File: src/rtl/gpio_pkg.sv
package gpio_pkg;

    localparam int ADDR_W = 2;

    typedef enum logic [ADDR_W-1:0] {
        SEL_DATA = 2'd0,
        SEL_DIR  = 2'd1,
        SEL_POL  = 2'd2,
        SEL_NONE = 2'd3
    } reg_sel_e;

    function automatic reg_sel_e decode_sel(input logic [ADDR_W-1:0] addr);
        case (addr)
            2'd0:    return SEL_DATA;
            2'd1:    return SEL_DIR;
            2'd2:    return SEL_POL;
            default: return SEL_NONE;
        endcase
    endfunction

    function automatic logic mix_bit(input logic dir_b, input logic stored_b,
                                     input logic live_b);
        return dir_b ? stored_b : live_b;
    endfunction

endpackage

File: src/rtl/gpio_sync.sv
module gpio_sync #(
    parameter int W      = 8,
    parameter int STAGES = 2
) (
    input  logic         clk,
    input  logic         rst,
    input  logic [W-1:0] d,
    output logic [W-1:0] q
);
    logic [W-1:0] stage [STAGES];

    genvar s;
    generate
        for (s = 0; s < STAGES; s++) begin : g_stage
            if (s == 0) begin : g_first
                always_ff @(posedge clk) begin
                    if (rst) stage[s] <= '0;
                    else     stage[s] <= d;
                end
            end else begin : g_next
                always_ff @(posedge clk) begin
                    if (rst) stage[s] <= '0;
                    else     stage[s] <= stage[s-1];
                end
            end
        end
    endgenerate

    assign q = stage[STAGES-1];
endmodule

File: src/rtl/gpio_cfg.sv
module gpio_cfg
    import gpio_pkg::*;
#(
    parameter int W = 8
) (
    input  logic         clk,
    input  logic         rst,
    input  logic         wr_en,
    input  reg_sel_e     sel,
    input  logic [W-1:0] wdata,
    output logic [W-1:0] dir,
    output logic [W-1:0] pol,
    output logic [W-1:0] data
);
    always_ff @(posedge clk) begin
        if (rst) begin
            dir <= '0;
        end else if (wr_en && sel == SEL_DIR) begin
            dir <= wdata;
        end
    end

    always_ff @(posedge clk) begin
        if (rst) begin
            pol <= '0;
        end else if (wr_en && sel == SEL_POL) begin
            pol <= wdata;
        end
    end

    genvar i;
    generate
        for (i = 0; i < W; i++) begin : g_data
            always_ff @(posedge clk) begin
                if (rst) begin
                    data[i] <= 1'b0;
                end else if (wr_en && sel == SEL_DATA && dir[i]) begin
                    data[i] <= wdata[i];
                end
            end
        end
    endgenerate
endmodule

File: src/rtl/gpio_rdpath.sv
module gpio_rdpath
    import gpio_pkg::*;
#(
    parameter int W = 8
) (
    input  logic         clk,
    input  logic         rst,
    input  logic         rd_en,
    input  reg_sel_e     sel,
    input  logic [W-1:0] dir,
    input  logic [W-1:0] pol,
    input  logic [W-1:0] data,
    input  logic [W-1:0] live,
    output logic [W-1:0] rdata
);
    logic [W-1:0] data_view;
    logic [W-1:0] rd_next;

    genvar i;
    generate
        for (i = 0; i < W; i++) begin : g_view
            assign data_view[i] = mix_bit(dir[i], data[i], live[i] ^ pol[i]);
        end
    endgenerate

    always_comb begin
        case (sel)
            SEL_DATA: rd_next = data_view;
            SEL_DIR:  rd_next = dir;
            SEL_POL:  rd_next = pol;
            default:  rd_next = '0;
        endcase
    end

    always_ff @(posedge clk) begin
        if (rst)        rdata <= '0;
        else if (rd_en) rdata <= rd_next;
    end
endmodule

File: src/rtl/gpio_pinside.sv
module gpio_pinside #(
    parameter int W = 8
) (
    input  logic [W-1:0] dir,
    input  logic [W-1:0] pol,
    input  logic [W-1:0] data,
    input  logic [W-1:0] live,
    output logic [W-1:0] pin_out,
    output logic [W-1:0] pin_oe,
    output logic [W-1:0] in_qual,
    output logic [W-1:0] evt_lvl
);
    genvar i;
    generate
        for (i = 0; i < W; i++) begin : g_bit
            assign pin_oe[i]  = dir[i];
            assign pin_out[i] = dir[i] & (data[i] ^ pol[i]);
            assign in_qual[i] = ~dir[i];
            assign evt_lvl[i] = ~dir[i] & (live[i] ^ pol[i]);
        end
    endgenerate
endmodule

File: src/rtl/gpio_bank.sv
module gpio_bank
    import gpio_pkg::*;
#(
    parameter int W           = 8,
    parameter int SYNC_STAGES = 2
) (
    input  logic              clk,
    input  logic              rst,
    input  logic              reg_wr_en,
    input  logic              reg_rd_en,
    input  logic [ADDR_W-1:0] reg_addr,
    input  logic [W-1:0]      reg_wdata,
    output logic [W-1:0]      reg_rdata,
    input  logic [W-1:0]      pin_in,
    output logic [W-1:0]      pin_out,
    output logic [W-1:0]      pin_oe,
    output logic [W-1:0]      in_qual,
    output logic [W-1:0]      evt_lvl
);
    reg_sel_e     sel;
    logic [W-1:0] dir_r;
    logic [W-1:0] pol_r;
    logic [W-1:0] data_r;
    logic [W-1:0] live;

    assign sel = decode_sel(reg_addr);

    gpio_sync #(.W(W), .STAGES(SYNC_STAGES)) u_sync (
        .clk (clk),
        .rst (rst),
        .d   (pin_in),
        .q   (live)
    );

    gpio_cfg #(.W(W)) u_cfg (
        .clk   (clk),
        .rst   (rst),
        .wr_en (reg_wr_en),
        .sel   (sel),
        .wdata (reg_wdata),
        .dir   (dir_r),
        .pol   (pol_r),
        .data  (data_r)
    );

    gpio_rdpath #(.W(W)) u_rd (
        .clk   (clk),
        .rst   (rst),
        .rd_en (reg_rd_en),
        .sel   (sel),
        .dir   (dir_r),
        .pol   (pol_r),
        .data  (data_r),
        .live  (live),
        .rdata (reg_rdata)
    );

    gpio_pinside #(.W(W)) u_pin (
        .dir     (dir_r),
        .pol     (pol_r),
        .data    (data_r),
        .live    (live),
        .pin_out (pin_out),
        .pin_oe  (pin_oe),
        .in_qual (in_qual),
        .evt_lvl (evt_lvl)
    );
endmodule

File: config.mk
export PLATFORM = sky130hd
export DESIGN_NAME = gpio_bank
export DESIGN_NICKNAME = d
export VERILOG_FILES = /design/src/rtl/gpio_pkg.sv /design/src/rtl/gpio_sync.sv /design/src/rtl/gpio_cfg.sv /design/src/rtl/gpio_rdpath.sv /design/src/rtl/gpio_pinside.sv /design/src/rtl/gpio_bank.sv
export SDC_FILE = /design/constraint.sdc
export NUM_CORES = 1
export LEC_CHECK = 0
export ABC_CLOCK_PERIOD_IN_PS = 2630
export BUFFER_PORTS_ARGS = -buffer_cell sky130_fd_sc_hd__buf_2
export CAP_MARGIN = 25
export CELL_PAD_IN_SITES_DETAIL_PLACEMENT = 1
export CELL_PAD_IN_SITES_GLOBAL_PLACEMENT = 1
export CORE_MARGIN = 3
export CORE_UTILIZATION = 41
export DETAILED_ROUTE_END_ITERATION = 6
export HOLD_SLACK_MARGIN = 0.05
export PLACE_DENSITY_LB_ADDON = 0.25
export SYNTH_ARGS = -nofsm -noshare
export SYNTH_HDL_FRONTEND = slang
export SYNTH_SLANG_ARGS = --single-unit
File: constraint.sdc
create_clock -name clk -period 2.63 [get_ports clk]
set_clock_uncertainty 0.15 [all_clocks]
set_input_delay 0.3945 -clock clk [delete_from_list [all_inputs] [get_ports clk]]
set_output_delay 0.3945 -clock clk [all_outputs]
set_load 0.02 [all_outputs]
==> impl.org <==
** Yosys
- Yosys top cell area share :: ~44%
- Averaged over all synthesized cells, the footprint is around 9 µm².
- Share of async-settable or async-resettable flops after synthesis :: 0%
- Counting instances in the post-synthesis netlist gives the leading cell types as sky130_fd_sc_hd__dfxtp_1 (48), sky130_fd_sc_hd__nor2_1 (48), sky130_fd_sc_hd__nor2b_1 (24), sky130_fd_sc_hd__o21ai_1 (21).
- Nets in the synthesized netlist :: 264
- Unique cell type count in the Yosys netlist :: 25
- Cell area after technology mapping :: between 2000 and 2500 µm²
- In the synthesized netlist the dominant register cell turns out to be sky130_fd_sc_hd__dfxtp_1.
- The synthesized design contains 48 register bits.
- Yosys mapped a number of flops with a built-in enable equal to 0.
- Yosys printed 0 warnings.
- Summed over all instances, the cell type with the most area after synthesis is sky130_fd_sc_hd__dfxtp_1.
- Of the synthesized area, sequential elements account for between 40 and 50%.
- Gate count after technology mapping :: 242
- Top area cells in the synthesized netlist :: sky130_fd_sc_hd__dfxtp_1 (44%), sky130_fd_sc_hd__nor2_1 (8.2%), sky130_fd_sc_hd__mux2i_1 (7.3%)

** STA
- At the pin with the least slew margin, the transition time is approximately 660 ps.
- Hold slack :: 150 ps
- In the finished design, the share of the clock period the worst path needs comes to between 60% and 70%.
- Based on the critical path, the design can be clocked at up to just under 600 MHz.
- The worst path in the final design needs a cycle of approximately 1700 ps, including I/O delays and setup.
- Total count of hold-check failures in the final report :: 0
- Final Setup Violations :: 0
- Count of pins over their slew limit :: 0
- Summed over all failing endpoints, the final setup total negative slack is 0 ps.
- Measured against its own limit, the worst slew margin works out to 55.8%.
- Unrepaired setup endpoints after global routing :: false

** Layout
- The final layout contains 320 nets.
- The count of cells in the finished layout, fillers not included, comes to between 300 and 400.
- Filler cell count in the final layout :: about 650
- The post-route netlist has around a quarter of its cells at a drive strength greater than 1.
- After routing the design area is about 2600 µm².
- Layout Area Growth over Synthesis :: 18.6%
- Share of the core filled with cells :: roughly half
- The repair_antennas step left the layout with diodes totalling 0.

** Global route
- The first global-routing pass estimated ~9100 µm of wire.
- Largest net degree at the start of global routing :: 32
- GRT Resource Usage Total :: 18.6%
- The via count of the first global-routing pass was about 1800.
- Antenna violations before repair :: 0
- For this run the aggregate overflow at the end of global routing stands at 0.

** Floorplan
- Number of ports placed on the die boundary :: 62
- The total area inside the core boundary comes to a little over 5000 µm².
- For this configuration, the core starts out at a cell density of a little over two fifths.
- Total die area :: roughly 6300 µm²
- The floorplan step set the die width to approximately 80 µm.
- The floorplan step set the die height to ~79 µm.
- The initialized floorplan defines 26 standard-cell rows.

** Placed design
- Instance area after placement :: about 2500 µm²
- Inst Count DP :: around 360
- Final GP Congestion :: roughly 0.74
- The count of buffers added on input and output ports is between 60 and 70.
- The wire-length estimate of the detail-placed layout is 3850 µm.

** Clock network
- Once the clock tree was built, the setup fixing pass inserted 0 buffers.
- Root buffer selected by CTS :: sky130_fd_sc_hd__clkbuf_8
- The longest clock path from root to sink contains 2 buffers.
- In this run, CTS created clock tree buffers numbering 5.
- Post-CTS repair changed the size of 0 cells.
- The clock reaches the later pin of the worst-skew pair after 300 ps.
- CTS sink cnt :: 48
- Clock transition at the registers of the reported paths :: around 90 ps
- The H-tree generated during clock tree synthesis spans 2 levels.
- Number of buffers added to fix hold violations after cts :: 0
- TritonCTS built the clock tree.

** Status
- The flow ran to the end, and the final reports show no timing, DRC or antenna violations.

** Hold path
- The worst hold path belongs to the class in -> reg.
- The startpoint identified for the worst hold timing path is pin_in[6].

** Route
- Final Routed Wirelength :: about 5400 µm
- After detailed routing, the number of remaining DRC violations is 0.
- The detailed router finished its first iteration with between 40 and 50 violations.
- Via count :: 1901
- Dividing the detail-routed wire length by the instance count gives ~15 µm.
- Number of iterations in the first detailed-routing pass :: 4
- After detailed routing, the number of vias per cell comes to approximately 5.2.
- Once detail routing completed, the nets flagged for antenna violations numbered 0.

** Worst setup path
- At the worst endpoint, the arrival time is 1180 ps.
- Setup crit start :: u_cfg.dir[6]
- The worst setup path is launched from a register.
- Traced cell by cell, the critical path runs through inv_1, nor2_1, buf_2.
- Number of buffer and inverter stages on the critical path :: 2
- The worst setup path is captured at a primary output.
- Cell with the largest stage delay on the worst path :: sky130_fd_sc_hd__dfxtp_1
- In this run the worst path has a maximum fanout of 8.
- On the worst path, the slowest cell contributes a delay of between 400 and 500 ps.
- Required time of the critical path :: 2090 ps
- By startpoint and endpoint, the worst setup path is classified as reg -> out.
- Reg-to-reg startpoint :: u_cfg.dir[0]
- Dominant delay contributor by cell family on the critical path :: flip-flops

** Power
- For this design the ratio of total power to cell area is about 540 nW/µm².
- VDD sags by at most approximately 280 µV.
- Leakage power summed over all cells :: 1.10 nW

** Run
- Max-cap violations :: 0
## cells by family (layout without fill, tap and decap cells)
group	after synthesis	after routing	share of synthesized area, %
XOR/XNOR	16	16	6.36
buffers and inverters	22	79	5.39
AND/OR/NAND/NOR	92	92	22.4
flip-flops	48	48	43.6
AO/OA/AOI/OAI	48	48	15.0
multiplexers	16	16	7.26
## flip-flops by register name (all words and copies together), names as in the netlist
register,flops
u_sync.stage,16
u_rd.rdata,8
u_cfg.dir,8
u_cfg.data,8
u_cfg.pol,8
## path summary, 6_finish.rpt
path,to,slack (ps),cells past startpoint
setup reg to reg,u_rd.rdata[0],1050,3
hold / removal,u_sync.stage[0][6],150,2
setup / recovery,pin_out[6],900,3
hold reg to reg,u_sync.stage[1][3],290,1
## where the power goes
part / switching (W) / leakage [nW] / total [W] / internal, W
combinational: 0.000113 / 0.657 / 0.000188 / 0.0000742
clock: 0.000236 / 0.0455 / 0.000451 / 0.000215
sequential: 0.0000250 / 0.393 / 0.000778 / 0.000753
## area by class of cell
type / count / area, µm² / area share (%)
timing repair buffer: 63 / 320 / 12.3
inverter: 8 / 30.0 / 1.15
clock buffer: 8 / 90.1 / 3.45
sequential: 48 / 961 / 36.8
tap: 70 / 87.6 / 3.35
multi-input combinational: 172 / 1120 / 43.0
## routing by layer
layer | track usage, % | vias up | share of wire (%)
met2 | 30.5 | 39 | 48
li1 | - | 933 | -
met1 | 24.5 | 923 | 47
met5 | 0 | - | 0
met3 | 3.74 | 6 | 4.5
met4 | 6.19 | 0 | 1.3
## worst register-to-register path, stage by stage (launching register included)
cell and delay, ps:
sky130_fd_sc_hd__dfxtp_1 380, sky130_fd_sc_hd__or4b_1 530, sky130_fd_sc_hd__a21o_1 170, sky130_fd_sc_hd__a311oi_1 260
## cells in the final DEF (no fill, tap or decap), types with 2 or more instances in the layout
master	Yosys	final
sky130_fd_sc_hd__a311oi_2	6	6
sky130_fd_sc_hd__or4b_1	8	8
sky130_fd_sc_hd__a21o_1	8	8
sky130_fd_sc_hd__dfxtp_1	48	48
sky130_fd_sc_hd__a21oi_1	8	8
sky130_fd_sc_hd__nand3_1	8	8
sky130_fd_sc_hd__nand3b_1	2	2
sky130_fd_sc_hd__mux2i_1	16	16
sky130_fd_sc_hd__clkbuf_8	0	6
sky130_fd_sc_hd__a311oi_1	2	2
sky130_fd_sc_hd__buf_4	1	2
sky130_fd_sc_hd__o21ai_0	2	2
sky130_fd_sc_hd__clkbuf_1	6	2
sky130_fd_sc_hd__o21ai_1	21	21
sky130_fd_sc_hd__nor2b_1	24	24
sky130_fd_sc_hd__inv_1	8	8
sky130_fd_sc_hd__buf_2	3	61
sky130_fd_sc_hd__nor2_1	48	48
sky130_fd_sc_hd__xnor2_1	16	16
## per-stage QoR
| step | setup slack (ps) | total power [W] |
|---|---|---|
| detailed placement | 660 | 0.000985 |
| global route | 788 | 0.00149 |
| global placement | 709 | 0.000980 |
| floorplan | 1030 | 0.000921 |
| CTS | 885 | 0.00144 |
| finish | 902 | 0.00142 |
Power figures use the tool's default switching activity.
